### config.mk
export PLATFORM = sky130hd
export DESIGN_NAME = ws_cycle_calc
export DESIGN_NICKNAME = d
export VERILOG_FILES = /design/src/rtl/ws_pkg.sv /design/src/rtl/ws_timing_table.sv /design/src/rtl/ws_cost_calc.sv /design/src/rtl/ws_stall_counter.sv /design/src/rtl/ws_cycle_calc.sv
export SDC_FILE = /design/constraint.sdc
export NUM_CORES = 1
export LEC_CHECK = 0
export ABC_CLOCK_PERIOD_IN_PS = 11100
export BUFFER_PORTS_ARGS = -buffer_cell sky130_fd_sc_hd__buf_2
export CAP_MARGIN = 25
export CORE_MARGIN = 10
export CORE_UTILIZATION = 30
export DETAILED_ROUTE_END_ITERATION = 12
export PLACE_DENSITY = 0.49
export SYNTH_ARGS = -nofsm -noshare
export SYNTH_HDL_FRONTEND = slang
export SYNTH_HIERARCHICAL = 1
export SYNTH_SLANG_ARGS = --single-unit
### constraint.sdc
create_clock -name clk -period 11.1 [get_ports clk]
set_clock_uncertainty 0.05 [all_clocks]
set_input_delay 1.11 -clock clk [delete_from_list [all_inputs] [get_ports clk]]
set_output_delay 1.11 -clock clk [all_outputs]
set_load 0.1 [all_outputs]
### src/rtl/ws_pkg.sv
package ws_pkg;
  localparam int REGIONS = 16;
  localparam int WAIT_W  = 5;
  localparam int CFG_W   = 16;
  localparam int PF_BIT  = 14;

  typedef struct packed {
    logic [WAIT_W-1:0] ns16;
    logic [WAIT_W-1:0] s16;
    logic [WAIT_W-1:0] ns32;
    logic [WAIT_W-1:0] s32;
  } waits_t;

  function automatic logic [WAIT_W-1:0] ns_lut(input logic [1:0] sel);
    case (sel)
      2'd0:    ns_lut = WAIT_W'(4);
      2'd1:    ns_lut = WAIT_W'(3);
      2'd2:    ns_lut = WAIT_W'(2);
      default: ns_lut = WAIT_W'(8);
    endcase
  endfunction

  function automatic logic [WAIT_W-1:0] seq_lut(input int win, input logic fast);
    seq_lut = fast ? WAIT_W'(1) : WAIT_W'(2 << win);
  endfunction

  function automatic logic is_cart(input logic [3:0] r);
    is_cart = (r >= 4'd8) && (r <= 4'd13);
  endfunction
endpackage

### src/rtl/ws_timing_table.sv
module ws_timing_table
  import ws_pkg::*;
#(
  parameter int N_REG = REGIONS
) (
  input  logic [CFG_W-1:0]       cfg,
  output waits_t [N_REG-1:0]     tbl
);
  for (genvar g = 0; g < N_REG; g++) begin : g_reg
    localparam bit IS_CART = (g >= 8) && (g <= 13);
    localparam bit IS_SAVE = (g == 14) || (g == 15);
    localparam bit IS_XRAM = (g == 2);
    localparam int WIN     = IS_CART ? (g - 8) / 2 : 0;
    localparam int NS_LO   = 2 + 3 * WIN;
    localparam int SQ_BIT  = 4 + 3 * WIN;

    if (IS_CART) begin : g_cart
      logic [WAIT_W-1:0] ns, sq;
      always_comb begin
        ns = ns_lut(cfg[NS_LO +: 2]);
        sq = seq_lut(WIN, cfg[SQ_BIT]);
        tbl[g].ns16 = ns;
        tbl[g].s16  = sq;
        tbl[g].ns32 = ns + sq + WAIT_W'(1);
        tbl[g].s32  = (sq << 1) + WAIT_W'(1);
      end
    end else if (IS_SAVE) begin : g_save
      logic [WAIT_W-1:0] v;
      always_comb begin
        v = ns_lut(cfg[1:0]);
        tbl[g].ns16 = v;
        tbl[g].s16  = v;
        tbl[g].ns32 = (v << 1) + WAIT_W'(1);
        tbl[g].s32  = (v << 1) + WAIT_W'(1);
      end
    end else if (IS_XRAM) begin : g_xram
      assign tbl[g] = '{ns16: WAIT_W'(2), s16: WAIT_W'(2),
                        ns32: WAIT_W'(5), s32: WAIT_W'(5)};
    end else begin : g_plain
      assign tbl[g] = '0;
    end
  end
endmodule

### src/rtl/ws_cost_calc.sv
module ws_cost_calc
  import ws_pkg::*;
#(
  parameter int COST_W  = 12,
  parameter int WORDS_W = 6
) (
  input  waits_t [REGIONS-1:0] tbl,
  input  logic                 pf_en,
  input  logic [3:0]           region,
  input  logic                 wide,
  input  logic                 seq,
  input  logic                 fetch,
  input  logic                 burst,
  input  logic [WORDS_W-1:0]   words,
  output logic [COST_W-1:0]    cost
);
  waits_t            w;
  logic [WAIT_W-1:0] single_wait;
  logic [COST_W-1:0] n_minus1;
  logic [COST_W-1:0] first_cost, rest_cost;

  always_comb begin
    w = tbl[region];
    case ({wide, seq})
      2'b00:   single_wait = w.ns16;
      2'b01:   single_wait = w.s16;
      2'b10:   single_wait = w.ns32;
      default: single_wait = w.s32;
    endcase
    if (fetch && pf_en && is_cart(region)) single_wait = '0;

    n_minus1   = (words == '0) ? '0 : COST_W'(words) - COST_W'(1);
    first_cost = COST_W'(w.ns32) + COST_W'(1);
    rest_cost  = n_minus1 * (COST_W'(w.s32) + COST_W'(1));

    if (burst) cost = first_cost + rest_cost;
    else       cost = COST_W'(single_wait) + COST_W'(1);
  end
endmodule

### src/rtl/ws_stall_counter.sv
module ws_stall_counter #(
  parameter int COST_W = 12
) (
  input  logic              clk,
  input  logic              rst_n,
  input  logic              load,
  input  logic [COST_W-1:0] load_val,
  output logic              busy,
  output logic              last
);
  logic [COST_W-1:0] cnt;

  always_ff @(posedge clk) begin
    if (!rst_n)          cnt <= '0;
    else if (load)       cnt <= load_val;
    else if (cnt != '0)  cnt <= cnt - COST_W'(1);
  end

  assign busy = (cnt != '0);
  assign last = (cnt == COST_W'(1));
endmodule

### src/rtl/ws_cycle_calc.sv
module ws_cycle_calc
  import ws_pkg::*;
#(
  parameter int COST_W  = 12,
  parameter int WORDS_W = 6
) (
  input  logic               clk,
  input  logic               rst_n,
  input  logic               cfg_we,
  input  logic [15:0]        cfg_wdata,
  input  logic               req_valid,
  output logic               req_ready,
  input  logic [3:0]         req_region,
  input  logic               req_wide,
  input  logic               req_seq,
  input  logic               req_fetch,
  input  logic               req_burst,
  input  logic [WORDS_W-1:0] req_words,
  output logic [COST_W-1:0]  cost_o,
  output logic               stall_o,
  output logic               done_o
);
  localparam logic [CFG_W-1:0] USED_MASK = 16'h47FF;

  logic [CFG_W-1:0]     cfg_q;
  waits_t [REGIONS-1:0] tbl;
  logic [COST_W-1:0]    cost_next;
  logic                 accept;
  logic                 busy;
  logic                 unused_cfg;

  assign unused_cfg = ^{cfg_wdata[15], cfg_wdata[13:11], cfg_q[15], cfg_q[13:11]};

  always_ff @(posedge clk) begin
    if (!rst_n)      cfg_q <= '0;
    else if (cfg_we) cfg_q <= cfg_wdata & USED_MASK;
  end

  ws_timing_table #(.N_REG(REGIONS)) u_tbl (
    .cfg (cfg_q),
    .tbl (tbl)
  );

  ws_cost_calc #(.COST_W(COST_W), .WORDS_W(WORDS_W)) u_cost (
    .tbl    (tbl),
    .pf_en  (cfg_q[PF_BIT]),
    .region (req_region),
    .wide   (req_wide),
    .seq    (req_seq),
    .fetch  (req_fetch),
    .burst  (req_burst),
    .words  (req_words),
    .cost   (cost_next)
  );

  assign req_ready = !busy;
  assign accept    = req_valid && req_ready;

  always_ff @(posedge clk) begin
    if (!rst_n)      cost_o <= '0;
    else if (accept) cost_o <= cost_next;
  end

  ws_stall_counter #(.COST_W(COST_W)) u_stall (
    .clk      (clk),
    .rst_n    (rst_n),
    .load     (accept),
    .load_val (cost_next),
    .busy     (busy),
    .last     (done_o)
  );

  assign stall_o = busy;
endmodule

# Word-level counts from Yosys, hierarchy flattened
# Cells that the tools add are included.
dict set report word_totals {
  regBits 36
  input_bits 34
  output_inout_bits 15
  wordCells 62
}
dict set report classes {
  addsub 16
  n_mul 1
  magnitude_cmp 3
  n_eq_ne 11
  n_mux 15
  reduce_logical 13
}
# operator count
set ops {}
lappend ops {{$bmux W20 S4} 1}
lappend ops {{$mux W12} 4}
lappend ops {{$pmux W4 S3} 4}
lappend ops {{$add A5 B1 Y5 const B} 6}
lappend ops {{$mux W20} 1}
lappend ops {{$add A5 B1 Y6 const B} 3}
lappend ops {{$pmux W5 S3} 1}
lappend ops {{$add A12 B12 Y12} 1}
lappend ops {{$eq A12 B1 Y1 const B} 1}
lappend ops {{$mul A12 B12 Y12} 1}
lappend ops {{$reduce_bool A12 Y1} 1}
lappend ops {{$sub A12 B1 Y12 const B} 1}
lappend ops {{$add A4 B5 Y5} 2}
lappend ops {{$eq A2 B1 Y1 const B} 5}
lappend ops {{$eq A2 B2 Y1 const B} 5}
lappend ops {{$logic_not A2 Y1} 5}
lappend ops {{$sub A6 B1 Y7 const B} 1}
lappend ops {{$logic_not A6 Y1} 1}
lappend ops {{$add A4 B2 Y5} 1}
lappend ops {{$lt A4 B5 Y1 const B} 1}
lappend ops {{$mux W5} 1}
lappend ops {{$add A3 B1 Y4 const B} 1}
lappend ops {{$ge A4 B4 Y1 const B} 1}
lappend ops {{$le A4 B4 Y1 const B} 1}
lappend ops {{other kinds (6)} 9}

# Logic depth before layout (Yosys ltp)
dict set report logic_depth {
  word_depth 11
  depth_mapped 28
  depth_no_buf 27
}

# By module
# Netlist, hierarchy kept.
# module n_inst cells_each area_each_um2 seq_area_each_um2
set modules_own_cells {}
lappend modules_own_cells {ws_cost_calc 1 503 4819.6 0.0}
lappend modules_own_cells {ws_timing_table 1 346 2632.5 0.0}
lappend modules_own_cells {ws_cycle_calc 1 94 954.7 480.5}
lappend modules_own_cells {ws_stall_counter 1 87 769.5 240.2}

# Least setup slack after synthesis
# OpenSTA, ideal clock, no wires.
dict set report synth_path {
  kind {input-to-reg}
  start {in req_region[2]}
  end {reg u_stall.cnt[11]}
  setup_time_ns 0.070
  t_arrival_ns 6.665
  required_time_ns 10.980
  slack_ns 4.315
  path_stages 26
  n_path_buf 2
  path_cell_list {buf_2 buf_4 nor2b_1 a221oi_1 or3_1 o21a_1 ha_1 nand3_1 xor2_1 nand2b_1 fa_1 fa_1 inv_1 fa_1 inv_1 fa_1 inv_1 ha_1 a21o_1 a21oi_1 o21ai_0 nand3_1 a21bo_2 mux2i_1 o21ai_0 a21oi_1}
}
dict set report synth_between {
  elab_chain_len 7
  elab_cells_between_ends 8
  cone_classes {3 x add/sub; 1 x mul; 4 x mux}
}
# item line
set synth_rtl {}
lappend synth_rtl {{start: declaration} ws_cycle_calc.sv:13} ;# input logic [3:0] req_region,
lappend synth_rtl {{$bmux W20 S4 *} ws_cost_calc.sv:23} ;# w = tbl[region];
lappend synth_rtl {{$mux W20 (implied by the code) *} ws_cost_calc.sv:23}
lappend synth_rtl {{$add A5 B1 Y6} ws_cost_calc.sv:34} ;# rest_cost = n_minus1 * (COST_W'(w.s32) + COST_W'(1));
lappend synth_rtl {{$mul A12 B12 Y12} ws_cost_calc.sv:34}
lappend synth_rtl {{$add A12 B12 Y12 *} ws_cost_calc.sv:36} ;# if (burst) cost = first_cost + rest_cost;
lappend synth_rtl {{$mux W12 *} ws_cost_calc.sv:36}
lappend synth_rtl {{named net cost_next[11]} ws_cycle_calc.sv:27} ;# logic [COST_W-1:0] cost_next;
lappend synth_rtl {{$mux W12 *} ws_stall_counter.sv:15} ;# else if (load) cnt <= load_val;
lappend synth_rtl {{end signal: assignment} ws_stall_counter.sv:15}
lappend synth_rtl {{end signal: assignment} ws_stall_counter.sv:16} ;# else if (cnt != '0) cnt <= cnt - COST_W'(1);
lappend synth_rtl {{end: declaration} ws_stall_counter.sv:11} ;# logic [COST_W-1:0] cnt;
# Mark *: on every way through the listed nets, which the timed path passes. The rest lies on a longest branch. The select of a mux whose other input is x is not followed.
# A chain may end at the register's enable or synchronous reset.

# Worst setup path after layout
# Same ends and word-level chain as after synthesis.

==> run_results.csv <==
group,metric,value,unit
outcome,status,"completed",
final_layout,fin_util,28.3,%
final_layout,diodes,0,
grt,grt_pass1_vias,5728,
clocking,worstSkewPairLatency,290,ps
route,wl_per_cell,13.0,microns
route,antenna_left,0,
clocking,cts_tree,"done",
worst_setup_path,path_buf_inv,5,
grt,grt_max_degree,50,
worst_setup_path,cp-start-kind,"input port",
timing,finalSetupViolCount,0,
placed_design,hpwl,14100,microns
worst_setup_path,cpLargestDelayFamily,"adder cells",
clocking,cts_setup_buffers,0,
worst_setup_path,cp_slowest_stage_delay,550,ps
worst_hold_path,hp-class,"reg -> reg",
placed_design,place_area,8310,sq um
timing,rsz0062_at_grt,"false",
final_layout,finalInstanceArea,8460,sq um
final_layout,finalNonFillerCells,1353,
grt,grt_use_total,9.18,%
timing,fin_crit_sh,72.4,%
route,vias,5741,
placed_design,routabilityCongestion,0.825,
route,drt_iter0_drc,291,
die,rows,63,
logic_synthesis,syn_inst,1029,
worst_setup_path,cp-end-kind,"flop",
clocking,cts-htree-levels,2,
clocking,numCtsBuffers,5,
clocking,ctsResizeCount,0,
placed_design,io_buffers,44,
route,finalWirelength,17600,microns
placed_design,place_ws,2750,ps
die,core,29900,sq um
timing,fmax,0.124,GHz
logic_synthesis,netlist_area,9170,sq um
die,dieArea,38000,sq um
timing,final-hold-violation-count,0,
grt,grt_first_pass_wirelength,29500,microns
clocking,cts_root_buf,"clkbuf_16",
job,cap_violations,0,
worst_setup_path,crit_top_cell,"fa_1",
timing,min_period,8040,ps
timing,worst_slack,3060,ps
worst_setup_path,slowest_stage,"buf_2",
grt,overflow,0,
die,die_w,195,microns
final_layout,area_delta_synth_final,-7.78,%
logic_synthesis,avgSynthCellArea,8.91,sq um
power,p_leak,3.86,nW
clocking,cts_hold_buf,0,
power,cellPowerDensity,146,nW/um^2
route,dr.pass1.iters,4,
die,die_h,195,microns
timing,setup_tns,0,ps
worst_setup_path,critPathKind,"in -> reg",
logic_synthesis,synth_warnings,6,
clocking,cts_sinks,36,
die,boundaryPins,49,
final_layout,fillers,3235,
power,vdd_drop_max,0.0703,mV
final_layout,nets,1081,
placed_design,place_inst,1346,
route,avgViaCountPerCell,4.24,
grt,antenna_found_initial,0,
clocking,clock_path_buffers,2,
timing,slew_headroom,48.3,%
die,initial_core_util,30.7,%
final_layout,drive_above_1_share,16.2,%
route,route.detailed.drc,0,
clocking,clk_pin_slew,50,ps
worst_setup_path,cp.required,11270,ps
timing,worst_pin_slew,775,ps
worst_setup_path,critPathMaxFanout,33,
timing,slew_violations,0,
worst_setup_path,arrival,8200,ps
-- path summary, 6_finish.rpt --
| check | startpoint | to | slack [ps] | cells after the start |
|---|---|---|---|---|
| min | cost_o[10] | cost_o[10] | 400 | 2 |
| max | req_region[2] | u_stall/cnt[11] | 3060 | 26 |
| max reg2reg | cfg_q[0] | u_stall/cnt[11] | 4320 | 25 |
| min reg2reg | cost_o[10] | cost_o[10] | 400 | 2 |
-- registers in the layout, indices dropped and copies added, names as in the netlist --
name / count
cfg_q: 12
cost_o: 12
u_stall/cnt: 12
-- cells in the final DEF, fill, tap and decap left out, types with 23 or more instances in the layout --
cell and count:
buf_2 43, inv_1 74, fa_1 32, conb_1 210, mux4_2 61, mux2i_1 64, ha_1 52, nor2_1 41
nor2b_1 23, nand2_1 57, dfxtp_1 36, a21oi_1 23
-- worst register-to-register path, cell delays in order (launching register included) --
cell,delay (ps)
dfxtp_1,390
inv_1,60
ha_1,430
mux4_2,510
mux2i_1,150
mux2i_1,90
buf_4,190
o2111a_1,220
xnor2_1,510
or2_2,220
fa_1,440
fa_1,550
inv_1,50
fa_1,530
inv_1,60
fa_1,540
inv_1,40
ha_1,320
a21o_1,130
a21oi_1,90
o21ai_0,290
nand3_1,150
a21bo_2,210
mux2i_1,220
o21ai_0,110
a21oi_1,160
-- layout make-up --
type	instances	area [sq um]	share of cell area [%]
tap	390	488	5.77
sequential	36	721	8.52
clock buffer	7	153	1.80
multi-input combinational	792	6530	77.2
timing repair buffer	51	275	3.25
inverter	77	292	3.45
-- per-stage QoR --
| step | hold WS, ps | total power, mW |
|---|---|---|
| after global placement | 392 | 1.09 |
| after global routing | 435 | 1.37 |
| after detailed placement | 394 | 1.08 |
| after CTS | 408 | 1.25 |
| final | 402 | 1.23 |
| after floorplan | 433 | 1.01 |
-- where the power goes --
group	internal, mW	leakage (nW)	total (mW)	switching (mW)
registers	0.157	0.295	0.189	0.0315
logic	0.371	3.49	0.893	0.522
clock network	0.0943	0.0760	0.150	0.0558
total	0.623	3.86	1.23	0.609
-- per-layer routing --
layer | track usage, % | vias up | routed length (microns) | part of all wire (%)
met5 | 0 | - | 0 | 0
met4 | 1.16 | 0 | 103 | 0.59
met3 | 0.929 | 9 | 345 | 2.0
met2 | 15.6 | 51 | 8530 | 49
met1 | 12.5 | 2759 | 8600 | 49
li1 | - | 2922 | - | -
No activity file was read; power rests on OpenSTA's default activity.
